`src/rtl/dmaRegPkg.sv`:
```
package dmaRegPkg;
  localparam int DATA_W     = 32;
  localparam int ADDR_W     = 12;
  localparam int STRIDE     = 'h70;
  localparam int BURST8_BIT = 29;
  localparam int BURST_BIT  = 28;
  localparam int HI_POS     = 16;   // enables and reset bits start here

  typedef enum logic [1:0] {
    OP_WR  = 2'd0,
    OP_SET = 2'd1,
    OP_CLR = 2'd2,
    OP_TOG = 2'd3
  } aliasOp_e;

  // Decoded access toward the datapath
  typedef struct packed {
    logic     wr;
    logic     selCtrl0;
    logic     selCtrl1;
    logic     selCtrl2;
    logic     selChCtrl;
    aliasOp_e op;
  } ctrlStrobe_t;

  function automatic logic [DATA_W-1:0] applyAlias(input logic [DATA_W-1:0] cur,
                                                   input logic [DATA_W-1:0] wd,
                                                   input aliasOp_e op);
    case (op)
      OP_SET:  return cur | wd;
      OP_CLR:  return cur & ~wd;
      OP_TOG:  return cur ^ wd;
      default: return wd;
    endcase
  endfunction
endpackage

```
`src/rtl/dmaRegCtrl.sv`:
```
module dmaRegCtrl
  import dmaRegPkg::*;
#(
  parameter int NUM_CH     = 13,
  parameter bit NEW_LAYOUT = 1'b1
) (
  input  logic              regWe,
  input  logic [ADDR_W-1:0] regAddr,
  output ctrlStrobe_t       stb,
  output logic [NUM_CH-1:0] cmdHit,
  output logic [NUM_CH-1:0] semHit
);
  localparam int CMD_BASE = NEW_LAYOUT ? 'h110 : 'h050;
  localparam int SEM_BASE = NEW_LAYOUT ? 'h140 : 'h080;

  logic              aligned;
  logic [ADDR_W-5:0] grp;

  assign aligned = (regAddr[1:0] == 2'b00);
  assign grp     = regAddr[ADDR_W-1:4];

  always_comb begin
    stb.wr        = regWe;
    stb.op        = aliasOp_e'(regAddr[3:2]);
    stb.selCtrl0  = aligned && (grp == (ADDR_W-4)'(0));
    stb.selCtrl1  = aligned && (grp == (ADDR_W-4)'(1));
    stb.selCtrl2  = aligned && (grp == (ADDR_W-4)'(2));
    stb.selChCtrl = NEW_LAYOUT && aligned && (grp == (ADDR_W-4)'(3));
  end

  for (genvar n = 0; n < NUM_CH; n++) begin : g_win
    assign cmdHit[n] = (regAddr == ADDR_W'(CMD_BASE + n * STRIDE));
    assign semHit[n] = (regAddr == ADDR_W'(SEM_BASE + n * STRIDE));
  end
endmodule

```
`src/rtl/dmaRegDatapath.sv`:
```
module dmaRegDatapath
  import dmaRegPkg::*;
#(
  parameter int NUM_CH     = 13,
  parameter bit NEW_LAYOUT = 1'b1
) (
  input  logic              clk,
  input  logic              rstN,
  input  ctrlStrobe_t       stb,
  input  logic [NUM_CH-1:0] cmdHit,
  input  logic [NUM_CH-1:0] semHit,
  input  logic [DATA_W-1:0] regWdata,
  input  logic [NUM_CH-1:0] chanDone,
  input  logic [NUM_CH-1:0] chanErr,
  output logic [DATA_W-1:0] regRdata,
  output logic [NUM_CH-1:0] chanClkGate,
  output logic [NUM_CH-1:0] chanRst,
  output logic [NUM_CH-1:0] cmdLoad,
  output logic [DATA_W-1:0] cmdAddr,
  output logic [NUM_CH-1:0] semaAdd,
  output logic [7:0]        semaIncr,
  output logic              burstEn,
  output logic              burst8En,
  output logic              irq,
  output logic [NUM_CH-1:0] doneStat,
  output logic [NUM_CH-1:0] errStat,
  output logic [NUM_CH-1:0] irqEn
);
  localparam int CG_POS = NEW_LAYOUT ? 0 : 8;
  localparam logic [DATA_W-1:0] CH_MASK  = DATA_W'((64'd1 << NUM_CH) - 64'd1);
  localparam logic [DATA_W-1:0] C0_MASK  = (DATA_W'(1) << BURST8_BIT) | (DATA_W'(1) << BURST_BIT)
                                         | (CH_MASK << CG_POS);
  localparam logic [DATA_W-1:0] C1_MASK  = CH_MASK | (CH_MASK << HI_POS);
  localparam logic [DATA_W-1:0] RST_MASK = CH_MASK << HI_POS;

  if (!NEW_LAYOUT && NUM_CH > 8) begin : g_bad
    $error("older layout holds at most 8 channels");
  end

  logic [DATA_W-1:0] ctrl0Q, ctrl1Q, ctrl2Q, rstQ;
  logic [DATA_W-1:0] ctrl0D, ctrl1D, ctrl2D, rstD;
  logic [DATA_W-1:0] cmdAddrQ [NUM_CH];
  logic [NUM_CH-1:0] cmdLoadQ, semaAddQ;
  logic [DATA_W-1:0] cmdAddrOutQ;
  logic [7:0]        semaIncrQ;
  logic              rstWr;

  assign rstWr = stb.wr && (NEW_LAYOUT ? stb.selChCtrl : stb.selCtrl0);

  always_comb begin
    ctrl0D = ctrl0Q;
    if (stb.wr && stb.selCtrl0) ctrl0D = applyAlias(ctrl0Q, regWdata, stb.op) & C0_MASK;

    rstD = '0;
    if (rstWr) rstD = applyAlias(rstQ, regWdata, stb.op) & RST_MASK;

    ctrl1D = ctrl1Q;
    if (stb.wr && stb.selCtrl1) ctrl1D = applyAlias(ctrl1Q, regWdata, stb.op) & C1_MASK;
    ctrl1D[NUM_CH-1:0] = ctrl1D[NUM_CH-1:0] | chanDone;   // pulse beats clear

    ctrl2D = ctrl2Q;
    if (stb.wr && stb.selCtrl2) ctrl2D = applyAlias(ctrl2Q, regWdata, stb.op) & CH_MASK;
    ctrl2D[NUM_CH-1:0] = ctrl2D[NUM_CH-1:0] | chanErr;
  end

  always_ff @(posedge clk) begin
    if (!rstN) begin
      ctrl0Q      <= CH_MASK << CG_POS;   // all channels gated
      ctrl1Q      <= '0;
      ctrl2Q      <= '0;
      rstQ        <= '0;
      cmdLoadQ    <= '0;
      semaAddQ    <= '0;
      cmdAddrOutQ <= '0;
      semaIncrQ   <= '0;
    end else begin
      ctrl0Q   <= ctrl0D;
      ctrl1Q   <= ctrl1D;
      ctrl2Q   <= ctrl2D;
      rstQ     <= rstD;
      cmdLoadQ <= stb.wr ? cmdHit : '0;
      semaAddQ <= stb.wr ? semHit : '0;
      if (stb.wr && (cmdHit != '0)) cmdAddrOutQ <= regWdata;
      if (stb.wr && (semHit != '0)) semaIncrQ   <= regWdata[7:0];
    end
  end

  for (genvar n = 0; n < NUM_CH; n++) begin : g_cmd
    always_ff @(posedge clk) begin
      if (!rstN)                      cmdAddrQ[n] <= '0;
      else if (stb.wr && cmdHit[n])   cmdAddrQ[n] <= regWdata;
    end
  end

  always_comb begin
    regRdata = '0;
    if (stb.selCtrl0)  regRdata = ctrl0Q | (NEW_LAYOUT ? '0 : rstQ);
    if (stb.selCtrl1)  regRdata = ctrl1Q;
    if (stb.selCtrl2)  regRdata = ctrl2Q;
    if (stb.selChCtrl) regRdata = rstQ;
    for (int n = 0; n < NUM_CH; n++) begin
      if (cmdHit[n]) regRdata = cmdAddrQ[n];
    end
  end

  assign chanClkGate = ctrl0Q[CG_POS +: NUM_CH];
  assign chanRst     = rstQ[HI_POS +: NUM_CH];
  assign burst8En    = ctrl0Q[BURST8_BIT];
  assign burstEn     = ctrl0Q[BURST_BIT];
  assign doneStat    = ctrl1Q[NUM_CH-1:0];
  assign irqEn       = ctrl1Q[HI_POS +: NUM_CH];
  assign errStat     = ctrl2Q[NUM_CH-1:0];
  assign irq         = |(doneStat & irqEn);
  assign cmdLoad     = cmdLoadQ;
  assign cmdAddr     = cmdAddrOutQ;
  assign semaAdd     = semaAddQ;
  assign semaIncr    = semaIncrQ;
endmodule

```
`src/rtl/dma_chan_regs.sv`:
```
module dma_chan_regs
  import dmaRegPkg::*;
#(
  parameter int NUM_CH     = 13,
  parameter bit NEW_LAYOUT = 1'b1
) (
  input  logic              clk,
  input  logic              rstN,
  input  logic              regWe,
  input  logic [11:0]       regAddr,
  input  logic [31:0]       regWdata,
  output logic [31:0]       regRdata,
  input  logic [NUM_CH-1:0] chanDone,
  input  logic [NUM_CH-1:0] chanErr,
  output logic [NUM_CH-1:0] chanClkGate,
  output logic [NUM_CH-1:0] chanRst,
  output logic [NUM_CH-1:0] cmdLoad,
  output logic [31:0]       cmdAddr,
  output logic [NUM_CH-1:0] semaAdd,
  output logic [7:0]        semaIncr,
  output logic              burstEn,
  output logic              burst8En,
  output logic              irq
);
  ctrlStrobe_t       stb;
  logic [NUM_CH-1:0] cmdHit, semHit;
  logic [NUM_CH-1:0] doneStat, errStat, irqEn;

  dmaRegCtrl #(.NUM_CH(NUM_CH), .NEW_LAYOUT(NEW_LAYOUT)) ctrl_i (
    .regWe(regWe), .regAddr(regAddr), .stb(stb), .cmdHit(cmdHit), .semHit(semHit)
  );

  dmaRegDatapath #(.NUM_CH(NUM_CH), .NEW_LAYOUT(NEW_LAYOUT)) dp_i (
    .clk(clk), .rstN(rstN), .stb(stb), .cmdHit(cmdHit), .semHit(semHit),
    .regWdata(regWdata), .chanDone(chanDone), .chanErr(chanErr),
    .regRdata(regRdata), .chanClkGate(chanClkGate), .chanRst(chanRst),
    .cmdLoad(cmdLoad), .cmdAddr(cmdAddr), .semaAdd(semaAdd), .semaIncr(semaIncr),
    .burstEn(burstEn), .burst8En(burst8En), .irq(irq),
    .doneStat(doneStat), .errStat(errStat), .irqEn(irqEn)
  );
endmodule

```
`config.mk`:
```
export PLATFORM = sky130hd
export DESIGN_NAME = dma_chan_regs
export DESIGN_NICKNAME = d
export VERILOG_FILES = /design/src/rtl/dmaRegPkg.sv /design/src/rtl/dmaRegCtrl.sv /design/src/rtl/dmaRegDatapath.sv /design/src/rtl/dma_chan_regs.sv
export SDC_FILE = /design/constraint.sdc
export NUM_CORES = 1
export LEC_CHECK = 0
export BUFFER_PORTS_ARGS = -buffer_cell sky130_fd_sc_hd__buf_2
export CAP_MARGIN = 20
export CORE_MARGIN = 5
export CORE_UTILIZATION = 36
export CTS_CLUSTER_DIAMETER = 200
export CTS_CLUSTER_SIZE = 25
export DETAILED_ROUTE_END_ITERATION = 8
export GPL_TIMING_DRIVEN = 0
export PLACE_DENSITY = 0.56
export SLEW_MARGIN = 20
export SYNTH_ARGS = -nofsm -noshare
export SYNTH_HDL_FRONTEND = slang
export SYNTH_SLANG_ARGS = --single-unit
```
`constraint.sdc`:
```
create_clock -name clk -period 6.45 [get_ports clk]
set_clock_uncertainty 0.2 [all_clocks]
set_input_delay 1.6125 -clock clk [delete_from_list [all_inputs] [get_ports clk]]
set_output_delay 1.6125 -clock clk [all_outputs]
set_load 0.005 [all_outputs]
```
==> flow_summary.toml <==
[outcome]
run_status = "finished with violations"
violations = "negative setup slack"

[hold_path]
hold_depth = 2
hold_class = "flop to flop"

[sta]
fmax_mhz = 155.0
relSlewSlack_pct = 17.17
layout_setup_ws_ns = -0.003431
setup_viol = 1
finalHoldViolCount = 0
tns_ns = -0.003431
rsz0062_at_grt = "true"
fin_crit_ns = 6.453
whs_ns = 0.3306
worstMarginPinSlew_ns = 1.242
drv_slew = 0
min_period_over_period_pct = 100.1

[cells_and_area]
drive_above_1_share_pct = 18.03
nNetsFinal = 3189
final_common_cell = "edfxtp_1"
final_util_pct = 41.87
layout_common_cells = "edfxtp_1 (416), nor3_1 (363), buf_2 (225)"
design_area_sq_um = 32970
area_growth_pct = 15.71

[clock_tree]
clk_latency_ns = 0.61
cts_buffers = 25
clockBufferDepth = 3
tritoncts = "yes"
clk_pin_slew_ns = 0.11
cts_num_sinks = 549
cts-root-buf = "clkbuf_16"
h-tree-depth = 1
ctsHoldBuffers = 0

[worst_setup_path]
worstPathArrival_ns = 4.64
crit_path_end_kind = "output port"
critPathMaxStageDelay_ns = 0.56
crit_chain = "buf_2, buf_2, nor4b_4, and3_1, buf_2, buf_2, a222oi_1, nand2_1, a2111oi_0, nor4_1, buf_2"
crit_slowest_cell = "nor4_1"
critical_path.max_fanout = 10
ff2ff_path_depth = 6
cp_common_cell = "buf_2"
critPathKind = "primary input to output port"
cp-start-kind = "primary input"
crit_required_ns = 4.64

[logic_synthesis]
synth-async-reset-ratio_pct = 0
synth.distinct_cells = 77
yosys.area.top_type = "edfxtp_1"
synth-seq-cells = 549
syn_inst = 2701
yosys-top-cells-area = "edfxtp_1 (44%), dfxtp_1 (9.3%), nor3_1 (6.5%)"
ys_seq_area_share_pct = 53.18
ys_warn_count = 0
synth_top_area_share_pct = 43.84
syn_nets = 2908
avgSynthCellArea_sq_um = 10.55
synth-edff-count = 416
yosys_most_used_dff = "edfxtp_1"
syn_area_sq_um = 28490

[routing]
wl_per_cell_um = 31.92
post-route-drc-count = 0
drtIter0Drc = 3858
viasPerCell = 6.336
num_vias = 25672
ant_nets = 0
drt-total-wl_um = 129300
first_pass_iters = 6

[die]
initial_utilization_pct = 36.19
core_sq_um = 78740
die_w_um = 291.3
die_area_sq_um = 84880
num_rows = 103
die_h_um = 291.3
io_pins = 200

[power_and_ir_drop]
pwr-share-seq_pct = 60.3
pwr-share-comb_pct = 10.4
switching_share_pct = 26.79
peakVddDrop_mv = 0.1998
clkPwrFrac_pct = 29.3
p_per_area_nw_per_um2 = 201.1
intPower_mw = 4.853
power.leakage_nw = 11.97
p_sw_mw = 1.776

[grt]
globalRoute.totalOverflow = 0
antenna_found_initial = 4
grt_usage_pct = 29.09
grt_max_degree = 28
grt_pass1_wl_um = 181600
grt_pass1_vias = 25038

[placement]
hpwl_um = 97440
placed_cell_area_sq_um = 31240
gp_congestion = 0.9949
place_ws_ns = -1.313
port_buffers = 194

[run]
max_cap_viol_count = 0
==> final cells by class <==
type / count / area, sq um
diodes: 2 / 5.005
plain buffers: 269 / 1234
clock buffers: 45 / 700.7
fillers: 7720 / 45770
inverters: 100 / 375.4
multi-input cells: 1779 / 12480
flip-flops and latches: 549 / 15150
well taps: 1050 / 1314
repair buffers: 258 / 1705
==> layer usage <==
metal | track usage [%] | share of wire (%) | up-vias
met2 | 45.22 | 44 | 1752
met3 | 5.646 | 10 | 361
met5 | 0 | 0.0054 | -
li1 | - | - | 10705
met1 | 38.40 | 38 | 12852
met4 | 15.93 | 6.9 | 2
==> metrics by stage <==
stage	power, mW	cells
after floorplan	4.384	2701
after global placement	4.683	3945
after detailed placement	4.724	3964
after CTS	6.602	4049
after global routing	6.782	4050
final	6.629	4052
==> cell usage after synthesis, types with 29 or more instances <==
cell        n
buf_2      33
dfxtp_1   133
buf_1      29
ha_1      134
a22oi_1    37
nor2b_1    44
nor3_1    368
inv_1      99
and2_1     67
nor4_1     33
nand3_1    30
edfxtp_1  416
a21oi_1   129
o211ai_1   39
nor2_1    135
a211oi_1  112
nand2_1   167
o21ai_0    60
clkbuf_1  205
mux2_2     66
mux2i_1    42
==> critical path: cells and delay by family <==
kind	cells	cell delay [ns]
AND/OR/NAND/NOR	4	1.30
AO/OA/AOI/OAI	2	0.20
buffers and inverters	5	1.49
==> power groups by stage <==
stage | sequential (mW) | clock [mW] | combinational [mW]
floorplan | 4.05 | 0 | 0.337
global placement | 4.08 | 0 | 0.606
detailed placement | 4.07 | 0 | 0.649
CTS | 4.00 | 1.94 | 0.665
global route | 4.01 | 2.06 | 0.716
finish | 4.00 | 1.94 | 0.688
==> final timing paths <==
| kind | start | endpoint | slack [ns] |
|---|---|---|---|
| max | regAddr[4] | regRdata[6] | -0.003 |
| min | dp_i.cmdAddr[23]$_SDFFE_PN0P_ | dp_i.cmdAddr[23]$_SDFFE_PN0P_ | 0.33 |
| max reg2reg | dp_i.ctrl1Q[9]$_SDFF_PN0_ | dp_i.ctrl1Q[9]$_SDFF_PN0_ | 4.39 |
| min reg2reg | dp_i.cmdAddr[23]$_SDFFE_PN0P_ | dp_i.cmdAddr[23]$_SDFFE_PN0P_ | 0.33 |
==> what timing repair did <==
action / in CTS / in global routing
setup buffers: 42 / 2
endpoints found under the setup margin: 32 / 28
gates resized for setup: 134 / 60
pin swaps: 26 / 11
==> registers in the layout, summed over array words and instances (netlist names) <==
| signal | cells |
|---|---|
| dp_i.ctrl1Q | 26 |
| dp_i.ctrl0Q | 15 |
| dp_i.semaAdd | 13 |
| dp_i.rstQ | 13 |
| dp_i.ctrl2Q | 13 |
| dp_i.semaIncr | 8 |
| dp_i.cmdLoad | 13 |
| dp_i.cmdAddr | 32 |
| dp_i.cmdAddrQ | 416 |
==> logic make-up (layout without fill, tap and decap cells) <==
family	Yosys count	in the layout	share of synthesized area [%]
adder cells (fa/ha/maj)	134	134	5.884
multiplexers	109	109	4.163
buffers and inverters	373	672	5.177
AND/OR/NAND/NOR	950	950	17.12
AO/OA/AOI/OAI	583	583	14.38
flip-flops	549	549	53.18
XOR/XNOR	3	3	0.09223
other	0	2	0
(Power assumes the default switching activity.)
